<file path="config.mk">
export PLATFORM = sky130hd
export DESIGN_NAME = ifetch_cache
export DESIGN_NICKNAME = d
export VERILOG_FILES = /design/src/rtl/ic_pkg.sv /design/src/rtl/ic_tag_store.sv /design/src/rtl/ic_data_store.sv /design/src/rtl/ic_fill_ctrl.sv /design/src/rtl/ifetch_cache.sv
export SDC_FILE = /design/constraint.sdc
export NUM_CORES = 2
export LEC_CHECK = 0
export BUFFER_PORTS_ARGS = -buffer_cell sky130_fd_sc_hd__buf_2
export CELL_PAD_IN_SITES_DETAIL_PLACEMENT = 1
export CELL_PAD_IN_SITES_GLOBAL_PLACEMENT = 1
export CORE_MARGIN = 4
export CORE_UTILIZATION = 39
export DETAILED_ROUTE_END_ITERATION = 8
export HOLD_SLACK_MARGIN = 0.08
export PLACE_DENSITY = 0.69
export SLEW_MARGIN = 20
export SYNTH_ARGS = -nofsm -noshare
export SYNTH_HDL_FRONTEND = slang
export SYNTH_SLANG_ARGS = --single-unit
</file>
<file path="constraint.sdc">
create_clock -name clk_i -period 3.9 [get_ports clk_i]
set_input_delay 0 -clock clk_i [delete_from_list [all_inputs] [get_ports clk_i]]
set_output_delay 0 -clock clk_i [all_outputs]
set_load 0.05 [all_outputs]
</file>
<file path="src/rtl/ic_pkg.sv">
package ic_pkg;
  typedef enum logic [1:0] {
    ST_IDLE = 2'd0,
    ST_FILL = 2'd1,
    ST_PASS = 2'd2
  } ic_state_e;

  localparam int unsigned CTRL_EN_BIT = 12;
  localparam int unsigned BYTE_OFS_W  = 2;
endpackage

</file>
<file path="src/rtl/ic_tag_store.sv">
module ic_tag_store #(
  parameter int unsigned SETS  = 16,
  parameter int unsigned TAG_W = 23
) (
  input  logic                      clk_i,
  input  logic                      rst_ni,
  input  logic                      flush_i,
  input  logic [$clog2(SETS)-1:0]   rd_idx_i,
  output logic                      rd_valid_o,
  output logic [TAG_W-1:0]          rd_tag_o,
  input  logic                      wr_en_i,
  input  logic [$clog2(SETS)-1:0]   wr_idx_i,
  input  logic [TAG_W-1:0]          wr_tag_i,
  output logic [SETS-1:0]           valid_vec_o
);
  localparam int unsigned IDX_W = $clog2(SETS);

  logic             valid_q [SETS];
  logic [TAG_W-1:0] tag_q   [SETS];

  for (genvar s = 0; s < SETS; s++) begin : g_set
    always_ff @(posedge clk_i or negedge rst_ni) begin
      if (!rst_ni) begin
        valid_q[s] <= 1'b0;
        tag_q[s]   <= '0;
      end else if (flush_i) begin
        valid_q[s] <= 1'b0;  // flush beats a concurrent allocation
      end else if (wr_en_i && (wr_idx_i == IDX_W'(s))) begin
        valid_q[s] <= 1'b1;
        tag_q[s]   <= wr_tag_i;
      end
    end
    assign valid_vec_o[s] = valid_q[s];
  end

  assign rd_valid_o = valid_q[rd_idx_i];
  assign rd_tag_o   = tag_q[rd_idx_i];
endmodule

</file>
<file path="src/rtl/ic_data_store.sv">
module ic_data_store #(
  parameter int unsigned SETS       = 16,
  parameter int unsigned LINE_WORDS = 8,
  parameter int unsigned DW         = 32
) (
  input  logic                          clk_i,
  input  logic                          wr_en_i,
  input  logic [$clog2(SETS)-1:0]       wr_idx_i,
  input  logic [$clog2(LINE_WORDS)-1:0] wr_ofs_i,
  input  logic [DW-1:0]                 wr_data_i,
  input  logic [$clog2(SETS)-1:0]       rd_idx_i,
  input  logic [$clog2(LINE_WORDS)-1:0] rd_ofs_i,
  output logic [DW-1:0]                 rd_data_o
);
  localparam int unsigned DEPTH = SETS * LINE_WORDS;

  logic [DW-1:0] word_q [DEPTH];

  always_ff @(posedge clk_i) begin
    if (wr_en_i) word_q[{wr_idx_i, wr_ofs_i}] <= wr_data_i;
  end

  assign rd_data_o = word_q[{rd_idx_i, rd_ofs_i}];
endmodule

</file>
<file path="src/rtl/ic_fill_ctrl.sv">
module ic_fill_ctrl
  import ic_pkg::*;
#(
  parameter int unsigned AW         = 32,
  parameter int unsigned DW         = 32,
  parameter int unsigned LINE_WORDS = 8
) (
  input  logic                          clk_i,
  input  logic                          rst_ni,
  input  logic                          en_i,
  input  logic                          flush_i,
  input  logic                          fetch_req_i,
  input  logic [AW-1:0]                 fetch_addr_i,
  input  logic                          fetch_cacheable_i,
  output logic                          fetch_gnt_o,
  output logic                          fetch_rvalid_o,
  output logic [DW-1:0]                 fetch_rdata_o,
  input  logic                          lookup_hit_i,
  input  logic [DW-1:0]                 hit_data_i,
  output logic                          mem_req_o,
  output logic [AW-1:0]                 mem_addr_o,
  input  logic                          mem_rvalid_i,
  input  logic [DW-1:0]                 mem_rdata_i,
  output logic                          tag_we_o,
  output logic                          data_we_o,
  output logic [$clog2(LINE_WORDS)-1:0] data_ofs_o,
  output logic [AW-1:0]                 line_addr_o,
  output logic                          filling_o
);
  localparam int unsigned OFS_W = $clog2(LINE_WORDS);
  localparam int unsigned LB    = OFS_W + BYTE_OFS_W;

  ic_state_e       state_q;
  logic [AW-1:0]   addr_q;
  logic [OFS_W-1:0] beat_q;
  logic            kill_q;
  logic            rvalid_q;
  logic [DW-1:0]   rdata_q;
  logic [DW-1:0]   hold_q;

  logic accept, use_hit, start_fill, start_pass, beat_ok, last_beat, want_beat;

  assign accept     = (state_q == ST_IDLE) && fetch_req_i;
  assign use_hit    = accept && fetch_cacheable_i && lookup_hit_i && !flush_i;
  assign start_fill = accept && fetch_cacheable_i && !use_hit && en_i;
  assign start_pass = accept && !use_hit && !start_fill;
  assign beat_ok    = (state_q == ST_FILL) && mem_rvalid_i;
  assign last_beat  = (beat_q == OFS_W'(LINE_WORDS - 1));
  assign want_beat  = (beat_q == addr_q[LB-1:BYTE_OFS_W]);

  always_ff @(posedge clk_i or negedge rst_ni) begin
    if (!rst_ni) begin
      state_q  <= ST_IDLE;
      addr_q   <= '0;
      beat_q   <= '0;
      kill_q   <= 1'b0;
      rvalid_q <= 1'b0;
      rdata_q  <= '0;
      hold_q   <= '0;
    end else begin
      rvalid_q <= 1'b0;
      unique case (state_q)
        ST_IDLE: begin
          if (use_hit) begin
            rvalid_q <= 1'b1;
            rdata_q  <= hit_data_i;
          end else if (start_fill) begin
            state_q <= ST_FILL;
            addr_q  <= fetch_addr_i;
            beat_q  <= '0;
            kill_q  <= 1'b0;
          end else if (start_pass) begin
            state_q <= ST_PASS;
            addr_q  <= fetch_addr_i;
          end
        end
        ST_FILL: begin
          if (flush_i) kill_q <= 1'b1;
          if (mem_rvalid_i) begin
            if (want_beat) hold_q <= mem_rdata_i;
            beat_q <= beat_q + OFS_W'(1);
            if (last_beat) begin
              state_q  <= ST_IDLE;
              rvalid_q <= 1'b1;
              rdata_q  <= want_beat ? mem_rdata_i : hold_q;
            end
          end
        end
        ST_PASS: begin
          if (mem_rvalid_i) begin
            state_q  <= ST_IDLE;
            rvalid_q <= 1'b1;
            rdata_q  <= mem_rdata_i;
          end
        end
        default: state_q <= ST_IDLE;
      endcase
    end
  end

  assign fetch_gnt_o    = (state_q == ST_IDLE);
  assign fetch_rvalid_o = rvalid_q;
  assign fetch_rdata_o  = rdata_q;
  assign mem_req_o      = (state_q == ST_FILL) || (state_q == ST_PASS);
  assign mem_addr_o     = (state_q == ST_FILL)
                          ? {addr_q[AW-1:LB], beat_q, {BYTE_OFS_W{1'b0}}}
                          : addr_q;
  // a flush seen anywhere in the fill keeps the line invalid
  assign tag_we_o       = beat_ok && last_beat && !kill_q && !flush_i;
  assign data_we_o      = beat_ok;
  assign data_ofs_o     = beat_q;
  assign line_addr_o    = addr_q;
  assign filling_o      = (state_q == ST_FILL);
endmodule

</file>
<file path="src/rtl/ifetch_cache.sv">
module ifetch_cache
  import ic_pkg::*;
#(
  parameter int unsigned AW         = 32,
  parameter int unsigned DW         = 32,
  parameter int unsigned CTRL_W     = 32,
  parameter int unsigned SETS       = 16,
  parameter int unsigned LINE_WORDS = 8
) (
  input  logic              clk_i,
  input  logic              rst_ni,
  input  logic              ctrl_we_i,
  input  logic [CTRL_W-1:0] ctrl_wdata_i,
  input  logic              flush_i,
  input  logic              fetch_req_i,
  input  logic [AW-1:0]     fetch_addr_i,
  input  logic              fetch_cacheable_i,
  output logic              fetch_gnt_o,
  output logic              fetch_rvalid_o,
  output logic [DW-1:0]     fetch_rdata_o,
  output logic              mem_req_o,
  output logic [AW-1:0]     mem_addr_o,
  input  logic              mem_rvalid_i,
  input  logic [DW-1:0]     mem_rdata_i
);
  localparam int unsigned IDX_W = $clog2(SETS);
  localparam int unsigned OFS_W = $clog2(LINE_WORDS);
  localparam int unsigned LB    = OFS_W + BYTE_OFS_W;
  localparam int unsigned TAG_W = AW - LB - IDX_W;

  logic en_q;
  logic unused_ctrl;

  always_ff @(posedge clk_i or negedge rst_ni) begin
    if (!rst_ni)        en_q <= 1'b0;
    else if (ctrl_we_i) en_q <= ctrl_wdata_i[CTRL_EN_BIT];
  end
  assign unused_ctrl = ^ctrl_wdata_i;

  logic [IDX_W-1:0] rd_idx;
  logic [TAG_W-1:0] rd_tag_want, rd_tag;
  logic             rd_valid, lookup_hit;
  logic [DW-1:0]    hit_data;
  logic             tag_we, data_we, fill_busy;
  logic [OFS_W-1:0] data_ofs;
  logic [AW-1:0]    line_addr;
  logic [SETS-1:0]  valid_vec;

  assign rd_idx      = fetch_addr_i[LB+IDX_W-1:LB];
  assign rd_tag_want = fetch_addr_i[AW-1:LB+IDX_W];
  assign lookup_hit  = rd_valid && (rd_tag == rd_tag_want);

  ic_tag_store #(.SETS(SETS), .TAG_W(TAG_W)) u_tags (
    .clk_i      (clk_i),
    .rst_ni     (rst_ni),
    .flush_i    (flush_i),
    .rd_idx_i   (rd_idx),
    .rd_valid_o (rd_valid),
    .rd_tag_o   (rd_tag),
    .wr_en_i    (tag_we),
    .wr_idx_i   (line_addr[LB+IDX_W-1:LB]),
    .wr_tag_i   (line_addr[AW-1:LB+IDX_W]),
    .valid_vec_o(valid_vec)
  );

  ic_data_store #(.SETS(SETS), .LINE_WORDS(LINE_WORDS), .DW(DW)) u_data (
    .clk_i    (clk_i),
    .wr_en_i  (data_we),
    .wr_idx_i (line_addr[LB+IDX_W-1:LB]),
    .wr_ofs_i (data_ofs),
    .wr_data_i(mem_rdata_i),
    .rd_idx_i (rd_idx),
    .rd_ofs_i (fetch_addr_i[LB-1:BYTE_OFS_W]),
    .rd_data_o(hit_data)
  );

  ic_fill_ctrl #(.AW(AW), .DW(DW), .LINE_WORDS(LINE_WORDS)) u_ctrl (
    .clk_i            (clk_i),
    .rst_ni           (rst_ni),
    .en_i             (en_q),
    .flush_i          (flush_i),
    .fetch_req_i      (fetch_req_i),
    .fetch_addr_i     (fetch_addr_i),
    .fetch_cacheable_i(fetch_cacheable_i),
    .fetch_gnt_o      (fetch_gnt_o),
    .fetch_rvalid_o   (fetch_rvalid_o),
    .fetch_rdata_o    (fetch_rdata_o),
    .lookup_hit_i     (lookup_hit),
    .hit_data_i       (hit_data),
    .mem_req_o        (mem_req_o),
    .mem_addr_o       (mem_addr_o),
    .mem_rvalid_i     (mem_rvalid_i),
    .mem_rdata_i      (mem_rdata_i),
    .tag_we_o         (tag_we),
    .data_we_o        (data_we),
    .data_ofs_o       (data_ofs),
    .line_addr_o      (line_addr),
    .filling_o        (fill_busy)
  );
endmodule

</file>
==> out/summary.md <==
The first routing iteration left 13,238 violations. The worst register-to-register path begins at u_tags.tag_q[31]. The share of the yosys chip area belonging to registers is 75.8%, and the leakage power is 68.4 nW. Post-synth net total: 8,418. The finished layout holds 15,410 standard cells, fillers aside.

In the final routed layout, each cell accounts on average for 34.3 um. The switching share of total power is 25.5%, and the number of enable flip-flop cells after synthesis is 4,096. The logs give -0.0565 ns for the final worst-path setup slack and 42,000 um2 for the footprint of the multi-input gates.

The worst hold path passes through 3 cells. The cell at the root of the clock tree is sky130_fd_sc_hd__clkbuf_16. For the initial antenna violation count, the log shows 33. The die covers 468,000 um2. The required arrival time at the worst endpoint is 4.77 ns. Area of the mapped netlist: 178,000 um2. After routing the design area is 207,000 um2. Area share of the largest cell type after synthesis: 68.9%. The tools report the number of rows in the core area as 248.

For the number of setup violations in the final report, the log shows 4. After clock tree synthesis, the clock-pin slew on the worst setup and hold paths is 0.06 ns. The logs give 0 for the overflow left after global routing and 0 for the number of design rule violations left after detail routing. Across the routed clock network, the largest skew measured is 0.120 ns. Buffers placed on the I/O ports in this run total 138. Class of the tightest hold or removal check: in -> reg.

Once the floorplan was initialized, standard cells occupied 39.1% of the core. Across the run, the number of max-cap violations was 0. Measured against its own limit, the worst slew margin works out to 15.8%. The tools report the final-report max-slew violation count as 0.

TritonCTS built the clock tree. The number of placed instances, taps included, is 14,434. In this run the cell area measured after placement is 191,000 um2. The tools report the final count of hold timing violations as 0. The run finished, with violations left.

The most repeated cell in the gate-level netlist after synthesis is sky130_fd_sc_hd__edfxtp_1. The checks that failed: setup timing. The first global-routing pass estimated 747,000 um of wire. At the pin with the least slew margin, the transition time is 1.26 ns.

The run gives 28.2 mW as the net load switching power. The die extent in y works out to 684 um. For the setup slack at placement, the log shows -0.141 ns. The I/O pin total is 170.

The run gives 5 as the H-tree depth. The async set or reset register ratio after synthesis was 10.6%; the clock network power share was 39.5%. For the worst-skew pair, the clock arrives at the later sink with an insertion delay of 1.04 ns.

The startpoint identified for the worst hold timing path is mem_rdata_i[12]. Count of nets after finishing: 9,115. The first TritonRoute pass finished after 6 iterations. The count of nets left with antenna violations once routing finished came out at 0. In this run, CTS created clock tree buffers numbering 443.

Once detailed placement completed, the half-perimeter wirelength came to 315,000 um. sky130_fd_sc_hd__edfxtp_1 takes more of the synthesized area than any other cell. Of all nets on the critical path, the largest fanout is 32. Sorting the synthesized cells by how often they occur yields sky130_fd_sc_hd__edfxtp_1 (4,096), sky130_fd_sc_hd__mux4_2 (1,167), sky130_fd_sc_hd__dfrtp_1 (488), sky130_fd_sc_hd__mux2_2 (484), sky130_fd_sc_hd__clkbuf_1 (366). The area of the core region is 456,000 um2, and the number of global-route vias before repair is 95,771. The congestion estimate from routability-driven global placement came to 0.852. The post-route netlist has 33.8% of its cells at a drive strength greater than 1.

The sequential cells in the finished layout cover a total of 135,000 um2. The clock tree buffer depth was 4. Among all flip-flop cells after synthesis, the most frequent one is sky130_fd_sc_hd__edfxtp_1.

STA classifies the critical path startpoint as a register. After synthesis, the cell types taking the most area are sky130_fd_sc_hd__edfxtp_1 (69%), sky130_fd_sc_hd__mux4_2 (15%), sky130_fd_sc_hd__dfrtp_1 (6.8%). For this block, the routed nets add up to 529,000 um of wire. The areal power density over the cells was 534 nW/um2; the maximum operating frequency was 253 MHz. Category of the worst setup path capture point: a register. The maximum resistive drop on vdd was 0.000612 V; the fraction of power consumed by combinational cells was 10.6%.

Measured along the x axis, the die boundary spans 684 um. The number of sinks driven by the clock tree was 4,584; the overall global routing resource usage was 22.2%. Registers are responsible for 49.9% of the overall power. Dividing the detail-routed via count by the number of cells gives 5.96. The total power draw is 111 mW, and the mean post-synth cell area is 21.5 um2. The run gives 41,680 as the count of filler cells inserted in the layout.

Counting cells, the worst reg-to-reg path comes to 11. The via count is 91,870, and the arrival time of data at the critical path endpoint is 4.82 ns. The flop and latch count out of synthesis is 4,584. The synthesized instance count is 8,309.

The count of different cell masters after synthesis was 67; the number of warnings issued by yosys was 0. The area growth from synthesis to layout is 16.0%. The maximum number of pins on one net before global-route repair is 130. The run gives 82.3 mW as the internal power.

The most critical setup path has its startpoint at u_tags.tag_q[31]. Counting I/O delays and the setup requirement, the final critical path takes 3.96 ns. The final clock period utilization by the worst path came out at 101%. Worst setup path category: reg -> reg.
## placed cells by master (no fill, tap or decap), types with 9 or more instances in the layout
cell                               n
sky130_fd_sc_hd__edfxtp_1       4096
sky130_fd_sc_hd__mux4_2         1167
sky130_fd_sc_hd__dfrtp_1         488
sky130_fd_sc_hd__mux2_2          484
sky130_fd_sc_hd__clkbuf_16       448
sky130_fd_sc_hd__buf_4           439
sky130_fd_sc_hd__nand2_1         273
sky130_fd_sc_hd__nand3_1         177
sky130_fd_sc_hd__o22ai_1         162
sky130_fd_sc_hd__mux2i_1         151
sky130_fd_sc_hd__nor2_4          129
sky130_fd_sc_hd__dlygate4sd3_1   119
sky130_fd_sc_hd__buf_12          117
sky130_fd_sc_hd__buf_2            99
sky130_fd_sc_hd__clkinv_2         89
sky130_fd_sc_hd__clkinv_1         88
sky130_fd_sc_hd__o21ai_0          86
sky130_fd_sc_hd__clkbuf_1         86
sky130_fd_sc_hd__nor2_1           84
sky130_fd_sc_hd__a21oi_1          72
sky130_fd_sc_hd__bufinv_16        48
sky130_fd_sc_hd__a22oi_1          42
sky130_fd_sc_hd__nand4_1          39
sky130_fd_sc_hd__nor4_1           35
sky130_fd_sc_hd__o211ai_1         35
sky130_fd_sc_hd__mux2_4           30
sky130_fd_sc_hd__xnor2_1          29
sky130_fd_sc_hd__mux2_1           29
sky130_fd_sc_hd__clkbuf_8         25
sky130_fd_sc_hd__nor2b_1          23
sky130_fd_sc_hd__inv_1            23
sky130_fd_sc_hd__diode_2          17
sky130_fd_sc_hd__clkinvlp_4       17
sky130_fd_sc_hd__nand3_2          11
sky130_fd_sc_hd__xor2_1           10
sky130_fd_sc_hd__nand2_2           9
sky130_fd_sc_hd__clkinv_8          9
## power groups by stage
stage	logic [mW]	registers [mW]	clock network, mW
floorplan	5.47	55.9	0
CTS	11.5	55.2	44.3
global route	12.0	55.2	46.5
global placement	11.0	56.1	0
finish	11.7	55.2	43.7
detailed placement	11.3	56.2	0
## worst paths after layout
check,end,slack (ns)
worst max register to register,u_ctrl.fetch_rdata_o[8],-0.06
worst max-delay path,u_ctrl.fetch_rdata_o[8],-0.06
worst min register to register,u_tags.tag_q[320],0.50
max in group asynchronous,u_tags.tag_q[348],2.95
worst min-delay path,u_data.word_q[43][12],0.10
min in group asynchronous,u_ctrl.hold_q[22],0.33
## cell families after synthesis
logic type                 Yosys count  synth area share, %
xor gates and xnor gates            39                0.191
muxes                             1861                 19.1
and+or+nand+nor                    820                 2.05
adders and majority gates            6               0.0421
DFF                               4584                 75.8
AOI/OAI and AO/OA                  444                 1.57
buffers and inverters              555                 1.32
## final cells by class
type | instances | share of cell area, %
clock inverters | 274 | 1.40
inverters | 25 | 0.0489
repair buffers | 782 | 3.60
multi-input cells | 3170 | 20.3
flip-flops and latches | 4584 | 65.3
clock buffers | 558 | 5.73
diodes | 17 | 0.0205
well taps | 6000 | 3.63
## what timing repair did
action                                  4_1_cts  5_1_grt
setup buffers                                 0        0
endpoints found under the setup margin        1       35
resized for setup                             1        2
hold endpoints to repair                   3855        0
hold buffers                                126        0
## state kept, by name, summed over array words and instances, names as in the netlist
name / count
u_ctrl.kill_q: 1
u_data.word_q: 4096
u_ctrl.line_addr_o: 32
u_ctrl.fetch_rvalid_o: 1
en_q: 1
u_tags.valid_vec_o: 16
u_tags.tag_q: 368
u_ctrl.state_q: 2
u_ctrl.hold_q: 32
u_ctrl.fetch_rdata_o: 32
u_ctrl.data_ofs_o: 3
## metrics by stage
step | hold WS [ns] | util [%] | setup TNS [ns]
finish | 0.101 | 45.4 | -0.0646
global route | 0.102 | 45.4 | -0.000440
CTS | 0.0843 | 45.4 | 0
detailed placement | 0.108 | 41.9 | -4.19
global placement | 0.0827 | 41.9 | -16.11
floorplan | -0.296 | - | 0
## worst max-delay path, stage by stage (launching register included)
cell and delay [ns]:
sky130_fd_sc_hd__dfrtp_1 0.38, sky130_fd_sc_hd__mux4_2 0.47, sky130_fd_sc_hd__mux2i_1 0.22, sky130_fd_sc_hd__mux2_2 0.37
sky130_fd_sc_hd__a32oi_1 0.29, sky130_fd_sc_hd__o2111ai_1 0.26, sky130_fd_sc_hd__nor4_1 0.42, sky130_fd_sc_hd__buf_4 0.18
sky130_fd_sc_hd__nand2_1 0.17, sky130_fd_sc_hd__a211o_2 0.42, sky130_fd_sc_hd__buf_12 0.17, sky130_fd_sc_hd__mux2_4 0.39
## metal layers
metal / track usage (%) / wire, um / up-vias
met4: 7.80 / 20800 / 6
met5: 0 / 40 / -
met1: 30.1 / 203000 / 50050
met2: 35.1 / 250000 / 5041
met3: 5.51 / 55400 / 830
li1: - / - / 35943
Power figures use the tool's default switching activity.
